===== src/rtl/vmu_seq_pkg.sv =====
package vmu_seq_pkg;

  typedef enum logic [2:0] {
    ST_IDLE    = 3'd0,
    ST_ACT_SMP = 3'd1,
    ST_ACT_GAP = 3'd2,
    ST_PF_REQ  = 3'd3,
    ST_CG_EN   = 3'd4,
    ST_PF_SMP  = 3'd5,
    ST_PF_GAP  = 3'd6
  } seq_state_e;

  typedef enum logic [2:0] {
    CMD_NONE   = 3'd0,
    CMD_START  = 3'd1,
    CMD_PWR    = 3'd2,
    CMD_PFREQ  = 3'd3,
    CMD_CG_EN  = 3'd4,
    CMD_OK     = 3'd5,
    CMD_TO_ACT = 3'd6,
    CMD_TO_PF  = 3'd7
  } seq_cmd_e;

endpackage


===== src/rtl/vmu_gap_timer.sv =====
module vmu_gap_timer #(
  parameter int GAP_CYC = 250
) (
  input  logic clk,
  input  logic rst_n,
  input  logic load_i,
  input  logic run_i,
  output logic expired_o
);
  localparam int TW = (GAP_CYC > 2) ? $clog2(GAP_CYC) : 1;
  localparam logic [TW-1:0] RELOAD = TW'(GAP_CYC - 2);

  logic [TW-1:0] cnt_q, cnt_d;
  logic          cnt_en;

  assign expired_o = (cnt_q == '0);
  assign cnt_en    = load_i | (run_i & ~expired_o);

  always_comb begin
    cnt_d = cnt_q;
    if (load_i)
      cnt_d = RELOAD;
    else if (run_i && !expired_o)
      cnt_d = cnt_q - 1'b1;
  end

  always_ff @(posedge clk or negedge rst_n) begin
    if (!rst_n)
      cnt_q <= '0;
    else if (cnt_en)
      cnt_q <= cnt_d;
  end

  // A reload never coincides with a running wait (R3 spacing).
  assert_no_reload_in_wait_R3: assert property (@(posedge clk) disable iff (!rst_n)
    run_i |-> !load_i);

endmodule


===== src/rtl/vmu_poll_counter.sv =====
module vmu_poll_counter #(
  parameter int MAX_POLLS = 100
) (
  input  logic clk,
  input  logic rst_n,
  input  logic clr_i,
  input  logic inc_i,
  output logic last_o
);
  localparam int CW = $clog2(MAX_POLLS);
  localparam logic [CW-1:0] LAST = CW'(MAX_POLLS - 1);

  logic [CW-1:0] cnt_q, cnt_d;
  logic          cnt_en;

  assign last_o = (cnt_q == LAST);
  assign cnt_en = clr_i | inc_i;

  always_comb begin
    cnt_d = cnt_q;
    if (clr_i)
      cnt_d = '0;
    else if (inc_i)
      cnt_d = cnt_q + 1'b1;
  end

  always_ff @(posedge clk or negedge rst_n) begin
    if (!rst_n)
      cnt_q <= '0;
    else if (cnt_en)
      cnt_q <= cnt_d;
  end

  // The controller never asks for a sample beyond the bound.
  assert_poll_bound_R3: assert property (@(posedge clk) disable iff (!rst_n)
    inc_i |-> !last_o);

endmodule


===== src/rtl/vmu_seq_fsm.sv =====
module vmu_seq_fsm
  import vmu_seq_pkg::*;
(
  input  logic     clk,
  input  logic     rst_n,
  input  logic     start_i,
  input  logic     active_i,
  input  logic     pf_done_i,
  input  logic     gap_expired_i,
  input  logic     poll_last_i,
  output logic     gap_load_o,
  output logic     gap_run_o,
  output logic     poll_clr_o,
  output logic     poll_inc_o,
  output seq_cmd_e cmd_o,
  output logic     busy_o
);
  seq_state_e state_q, state_d;

  always_comb begin
    state_d    = state_q;
    cmd_o      = CMD_NONE;
    gap_load_o = 1'b0;
    gap_run_o  = 1'b0;
    poll_clr_o = 1'b0;
    poll_inc_o = 1'b0;
    unique case (state_q)
      ST_IDLE: begin
        if (start_i) begin
          cmd_o      = CMD_START;
          poll_clr_o = 1'b1;
          state_d    = ST_ACT_SMP;
        end
      end
      ST_ACT_SMP: begin
        if (active_i) begin
          cmd_o   = CMD_PWR;
          state_d = ST_PF_REQ;
        end else if (poll_last_i) begin
          cmd_o   = CMD_TO_ACT;
          state_d = ST_IDLE;
        end else begin
          poll_inc_o = 1'b1;
          gap_load_o = 1'b1;
          state_d    = ST_ACT_GAP;
        end
      end
      ST_ACT_GAP: begin
        gap_run_o = 1'b1;
        if (gap_expired_i) state_d = ST_ACT_SMP;
      end
      ST_PF_REQ: begin
        cmd_o   = CMD_PFREQ;
        state_d = ST_CG_EN;
      end
      ST_CG_EN: begin
        cmd_o      = CMD_CG_EN;
        poll_clr_o = 1'b1;
        state_d    = ST_PF_SMP;
      end
      ST_PF_SMP: begin
        if (pf_done_i) begin
          cmd_o   = CMD_OK;
          state_d = ST_IDLE;
        end else if (poll_last_i) begin
          cmd_o   = CMD_TO_PF;
          state_d = ST_IDLE;
        end else begin
          poll_inc_o = 1'b1;
          gap_load_o = 1'b1;
          state_d    = ST_PF_GAP;
        end
      end
      ST_PF_GAP: begin
        gap_run_o = 1'b1;
        if (gap_expired_i) state_d = ST_PF_SMP;
      end
      default: state_d = ST_IDLE;
    endcase
  end

  always_ff @(posedge clk or negedge rst_n) begin
    if (!rst_n)
      state_q <= ST_IDLE;
    else
      state_q <= state_d;
  end

  assign busy_o = (state_q != ST_IDLE);

  // A start seen while busy produces no start command.
  assert_busy_start_ignored_R9: assert property (@(posedge clk) disable iff (!rst_n)
    busy_o |-> (cmd_o != CMD_START));

endmodule


===== src/rtl/vmu_ctl_regs.sv =====
module vmu_ctl_regs
  import vmu_seq_pkg::*;
#(
  parameter int CG_W = 4
) (
  input  logic            clk,
  input  logic            rst_n,
  input  seq_cmd_e        cmd_i,
  input  logic            start_i,
  output logic            init_req_o,
  output logic            pwr_stat_o,
  output logic            pf_req_o,
  output logic [CG_W-1:0] cg_dis_o,
  output logic            done_o,
  output logic            ok_o,
  output logic            to_act_o,
  output logic            to_pf_o
);
  logic en_start, en_pwr, en_pf, en_cg, en_fin;
  logic fin_ok, fin_act, fin_pf;

  assign en_start = (cmd_i == CMD_START);
  assign en_pwr   = (cmd_i == CMD_PWR);
  assign en_pf    = (cmd_i == CMD_PFREQ);
  assign en_cg    = (cmd_i == CMD_CG_EN);
  assign fin_ok   = (cmd_i == CMD_OK);
  assign fin_act  = (cmd_i == CMD_TO_ACT);
  assign fin_pf   = (cmd_i == CMD_TO_PF);
  assign en_fin   = fin_ok | fin_act | fin_pf;

  always_ff @(posedge clk or negedge rst_n) begin
    if (!rst_n) begin
      init_req_o <= 1'b0;
      pwr_stat_o <= 1'b0;
      pf_req_o   <= 1'b0;
      cg_dis_o   <= '1;
      done_o     <= 1'b0;
      ok_o       <= 1'b0;
      to_act_o   <= 1'b0;
      to_pf_o    <= 1'b0;
    end else begin
      if (en_start) begin
        init_req_o <= 1'b1;
        pwr_stat_o <= 1'b0;
        pf_req_o   <= 1'b0;
        cg_dis_o   <= '1;
      end
      if (en_pwr) pwr_stat_o <= 1'b1;
      if (en_pf)  pf_req_o   <= 1'b1;
      if (en_cg)  cg_dis_o   <= '0;
      if (en_start || en_fin) begin
        done_o   <= en_fin;
        ok_o     <= fin_ok;
        to_act_o <= fin_act;
        to_pf_o  <= fin_pf;
      end
    end
  end

  assert_one_result_R8: assert property (@(posedge clk) disable iff (!rst_n)
    done_o |-> ($countones({ok_o, to_act_o, to_pf_o}) == 1));

  assert_no_result_early_R8: assert property (@(posedge clk) disable iff (!rst_n)
    !done_o |-> ({ok_o, to_act_o, to_pf_o} == 3'b000));

  assert_pwr_before_pf_R5: assert property (@(posedge clk) disable iff (!rst_n)
    $rose(pf_req_o) |-> (pwr_stat_o && $past(pwr_stat_o)));

  assert_cg_after_pf_R5: assert property (@(posedge clk) disable iff (!rst_n)
    $fell(cg_dis_o[0]) |-> $past(pf_req_o));

  assert_pwr_needs_init_R2: assert property (@(posedge clk) disable iff (!rst_n)
    $rose(pwr_stat_o) |-> init_req_o);

  assert_hold_after_done_R10: assert property (@(posedge clk) disable iff (!rst_n)
    (done_o && !start_i) |=> $stable({init_req_o, pwr_stat_o, pf_req_o, cg_dis_o,
                                      done_o, ok_o, to_act_o, to_pf_o}));

endmodule


===== src/rtl/vmu_bringup.sv =====
module vmu_bringup
  import vmu_seq_pkg::*;
#(
  parameter int CLK_HZ    = 50_000_000,
  parameter int GAP_US    = 5,
  parameter int MAX_POLLS = 100
) (
  input  logic       clk,
  input  logic       rst_n,
  input  logic       start_i,
  input  logic       active_i,
  input  logic       pf_done_i,
  output logic       init_req_o,
  output logic       pwr_stat_o,
  output logic       pf_req_o,
  output logic [3:0] cg_dis_o,
  output logic       done_o,
  output logic       ok_o,
  output logic       to_act_o,
  output logic       to_pf_o
);
  localparam int GAP_CYC = (CLK_HZ / 1_000_000) * GAP_US;
  localparam int CG_W    = 4;

  logic     gap_load, gap_run, gap_expired;
  logic     poll_clr, poll_inc, poll_last;
  logic     busy;
  seq_cmd_e cmd;

  vmu_gap_timer #(.GAP_CYC(GAP_CYC)) u_gap (
    .clk       (clk),
    .rst_n     (rst_n),
    .load_i    (gap_load),
    .run_i     (gap_run),
    .expired_o (gap_expired)
  );

  vmu_poll_counter #(.MAX_POLLS(MAX_POLLS)) u_poll (
    .clk    (clk),
    .rst_n  (rst_n),
    .clr_i  (poll_clr),
    .inc_i  (poll_inc),
    .last_o (poll_last)
  );

  vmu_seq_fsm u_fsm (
    .clk           (clk),
    .rst_n         (rst_n),
    .start_i       (start_i),
    .active_i      (active_i),
    .pf_done_i     (pf_done_i),
    .gap_expired_i (gap_expired),
    .poll_last_i   (poll_last),
    .gap_load_o    (gap_load),
    .gap_run_o     (gap_run),
    .poll_clr_o    (poll_clr),
    .poll_inc_o    (poll_inc),
    .cmd_o         (cmd),
    .busy_o        (busy)
  );

  vmu_ctl_regs #(.CG_W(CG_W)) u_regs (
    .clk        (clk),
    .rst_n      (rst_n),
    .cmd_i      (cmd),
    .start_i    (start_i),
    .init_req_o (init_req_o),
    .pwr_stat_o (pwr_stat_o),
    .pf_req_o   (pf_req_o),
    .cg_dis_o   (cg_dis_o),
    .done_o     (done_o),
    .ok_o       (ok_o),
    .to_act_o   (to_act_o),
    .to_pf_o    (to_pf_o)
  );

  initial begin
    assert_param_gap_R3: assert (GAP_CYC >= 2);
    assert_param_polls_R3: assert (MAX_POLLS >= 2);
  end

  // No finishing result while still running a phase.
  assert_done_only_idle_R8: assert property (@(posedge clk) disable iff (!rst_n)
    (busy && $past(busy) && !$past(done_o)) |-> !done_o || !busy);

endmodule


===== config.mk =====
export PLATFORM = sky130hd
export DESIGN_NAME = vmu_bringup
export DESIGN_NICKNAME = d
export VERILOG_FILES = /design/src/rtl/vmu_seq_pkg.sv /design/src/rtl/vmu_gap_timer.sv /design/src/rtl/vmu_poll_counter.sv /design/src/rtl/vmu_seq_fsm.sv /design/src/rtl/vmu_ctl_regs.sv /design/src/rtl/vmu_bringup.sv
export SDC_FILE = /design/constraint.sdc
export NUM_CORES = 1
export LEC_CHECK = 0
export BUFFER_PORTS_ARGS = -buffer_cell sky130_fd_sc_hd__buf_2
export CORE_ASPECT_RATIO = 1.5
export CORE_MARGIN = 2
export CORE_UTILIZATION = 45
export DETAILED_ROUTE_END_ITERATION = 8
export PLACE_DENSITY = 0.73
export SYNTH_ARGS = -nofsm -noshare
export SYNTH_HDL_FRONTEND = slang
export SYNTH_SLANG_ARGS = --single-unit

===== constraint.sdc =====
create_clock -name clk -period 2.9 [get_ports clk]
set_clock_uncertainty 0.2 [all_clocks]
set_input_delay 0.29 -clock clk [delete_from_list [all_inputs] [get_ports clk]]
set_output_delay 0.29 -clock clk [all_outputs]
set_load 0.01 [all_outputs]

==> impl_results.md <==
* Outcome: finished clean
* Worst-margin pin slew at 0.605 ns
* Hpwl dp at 2.24 mm
* Crit path DAT at approximately 1.9 ns
* EDFF count, synth at 0
* Number of distinct library cells after synthesis at 47
* Die Y at 73.1 µm
* CTS root buffer: clkbuf_8
* Max-slew headroom at 59.3%
* RSZ-0062 raised after global routing: no
* Fraction of layout cells with a size suffix above 1 at 19.0%
* Row count at 25
* Setup_tns at 0 ns
* Maximum VDD drop at 0.000505 V
* Overall power at 1360 µW
* Max frequency at 514 MHz
* Syn. warnings at 0
* Synthesized area at 1430 µm²
* GRT overflow at 0
* Seq cells post-synth at 26
* Deepest clock path buffer count at 2
* Final Slew Violations at 0
* Mapped Avg Cell Area at between 9 and 10 µm²
* Max reg flops at 8
* Biggest registers after layout: u_gap.cnt_q: 8 flops, u_poll.cnt_q: 7 flops, u_fsm.state_q: 3 flops
* Most frequent cells in the layout: 25 x dfrtp_1, 15 x buf_2, 14 x nand2_1
* CP max stage delay at 0.58 ns
* Crit. End Element: register
* Initial antenna violation count at 0
* PwrDens at 874 nW/µm²
* N_diodes at 0
* Final setup violation count at 0
* Placer Congestion at 0.750
* Critical Path RT at about 2.9 ns
* Hold slack at 0.113 ns
* CP cell instances: and2b_1 > and3_1 > nand2_1 > o31ai_1
* Top Ports at 16
* Leakage at 0.000684 µW
* H-tree depth at 1
* Die X at 50.1 µm
* Vias/cell at 5.86
* Clk pin slew, worst setup/hold paths at approximately 0.090 ns
* Synth Flop Type: dfrtp_1
* Critical-path maximum fanout at 14
* IO Port Bufs at 15
* Starting DRT DRC Count at 39
* Worst Reg-to-Reg Cells at 4
* CTS Buf Count at 3
* Layout filler cell count at ~280
* Vias in the first global route at 1130
* CTS Sinks at 26
* First-pass GRT wire length at around 4.8 mm
* Final Cell Area at ~1600 µm²
* Critical path class: register to register
* Layout Nets at 167
* Hold crit path type: input pin to register
* Final hold violations at 0
* Largest Register: u_gap.cnt_q
* Drt total wl at 2.94 mm
* CP max stage cell: dfrtp_1
* Crit-path leading delay family: simple AND/OR/NAND/NOR gates
* FFs w/ async S/R, synth at 100%
* Via count at 1161
* Post-DRT Antenna Nets at 0
* Most common cell after layout, fill and taps aside: dfrtp_1
* Clock latency at the later pin of the worst-skew pair at between 0.2 and 0.3 ns
* TritonCTS clock tree: done
* Full die area at 3660 µm²
* Area growth from synthesis to final layout at 8.74%
* DR DRC count at 0
* Levels on crit path at 4
* Post-Syn Nets at 154
* Starting Density at 46.2%
* DR pass1 iterations at 4
* # Max-Cap Violations at 0
* Hold Path Cell Cnt at 3
* WP buf/inv at 0
* WL/cell at 14.9 µm
* Area of the core at 3100 µm²
* Placed cell areas at 1500 µm²
* Total track usage at 17.3%
* Largest net degree at the start of global routing at 27
* Final period util at 67.1%
* Sequential-to-total area share from yosys stat at 45.5%
* Nature of the critical path startpoint: register
* Min Tclk post-route at 1.95 ns
* Syn Inst Count at ~150
repair_timing:
item / in CTS / in global routing
setup buffers: 0 / 0
hold buffers: 1 / 0
gates resized for setup: 0 / 0
hold endpoints to repair: 25 / 0
where the power goes:
group,total [µW],switching (µW),internal [µW]
logic,546,309,237
registers,603,137,466
clock network,211,113,98.5
final timing paths:
check                             startpoint                 to  slack [ns]
max                         u_fsm.state_q[0]    u_poll.cnt_q[3]        0.95
min                                 active_i   u_fsm.state_q[0]        0.11
max reg2reg                 u_fsm.state_q[0]    u_poll.cnt_q[3]        0.95
min reg2reg                u_regs.init_req_o  u_regs.init_req_o        0.28
max in group asynchronous              rst_n    u_poll.cnt_q[3]        1.79
min in group asynchronous              rst_n   u_fsm.state_q[2]        0.33
layout make-up:
cell class / instances / area (µm²) / share of cell area [%]
clock buffer: 4 / 45.0 / 2.89
inverter: 4 / 15.0 / 0.965
tap: 40 / 50.0 / 3.22
timing repair buffer: 16 / 85.1 / 5.47
multi-input combinational: 108 / 709 / 45.6
sequential: 26 / 652 / 41.9
metrics by stage:
step | instances | setup WS (ns) | util, %
after detailed placement | 193 | 0.983 | 48.5
after CTS | 198 | 0.956 | 50.3
after floorplan | 146 | 1.08 | -
after global placement | 193 | 1.02 | 48.5
final | 198 | 0.953 | 50.3
after global routing | 198 | 0.775 | 50.3
metal layers:
layer / vias up / wire length (µm) / GRT usage (%) / part of all wire, %
li1: 556 / - / - / -
met1: 563 / 1140 / 17.9 / 39
met2: 37 / 1650 / 32.9 / 56
met3: 5 / 97 / 2.46 / 3.3
met4: 0 / 55 / 9.26 / 1.9
met5: - / 0 / 0 / 0
cells in the mapped netlist (2+ instances only):
cell type  count  area [µm²]
dfrtp_1       25         626
nand2_1       14        52.6
a21oi_1       11        55.1
nor2_1        11        41.3
nand3_1        8        40.0
mux2i_1        7        70.1
o21ai_0        5        25.0
buf_4          4        30.0
inv_1          4        15.0
ha_1           3        37.5
nand2b_1       3        18.8
nand4_1        3        18.8
a221oi_2       2        30.0
a22oi_1        2        15.0
and2_1         2        12.5
and3_1         2        12.5
buf_2          2        10.0
nand3b_1       2        15.0
nor3_1         2        10.0
o211ai_1       2        15.0
o21ai_1        2        10.0
o31ai_1        2        15.0
or3_1          2        12.5
or3b_2         2        17.5
xnor2_1        2        17.5
worst min-delay path, cell delays in order:
cell and delay [ns]:
buf_2 0.13, nand2_1 0.07, a221oi_2 0.06
logic make-up (layout without fill, tap and decap cells):
kind of cell	count (synthesis)	after routing	share of synthesized area [%]
AOI/OAI and AO/OA	35	35	17.0
DFF	26	26	45.5
muxes	7	7	4.90
xor gates and xnor gates	3	3	1.84
adders and majority gates	3	3	2.62
buffers and inverters	12	24	4.89
and+or+nand+nor	60	60	23.3
Note: power is estimated with default switching activity, not from simulation.
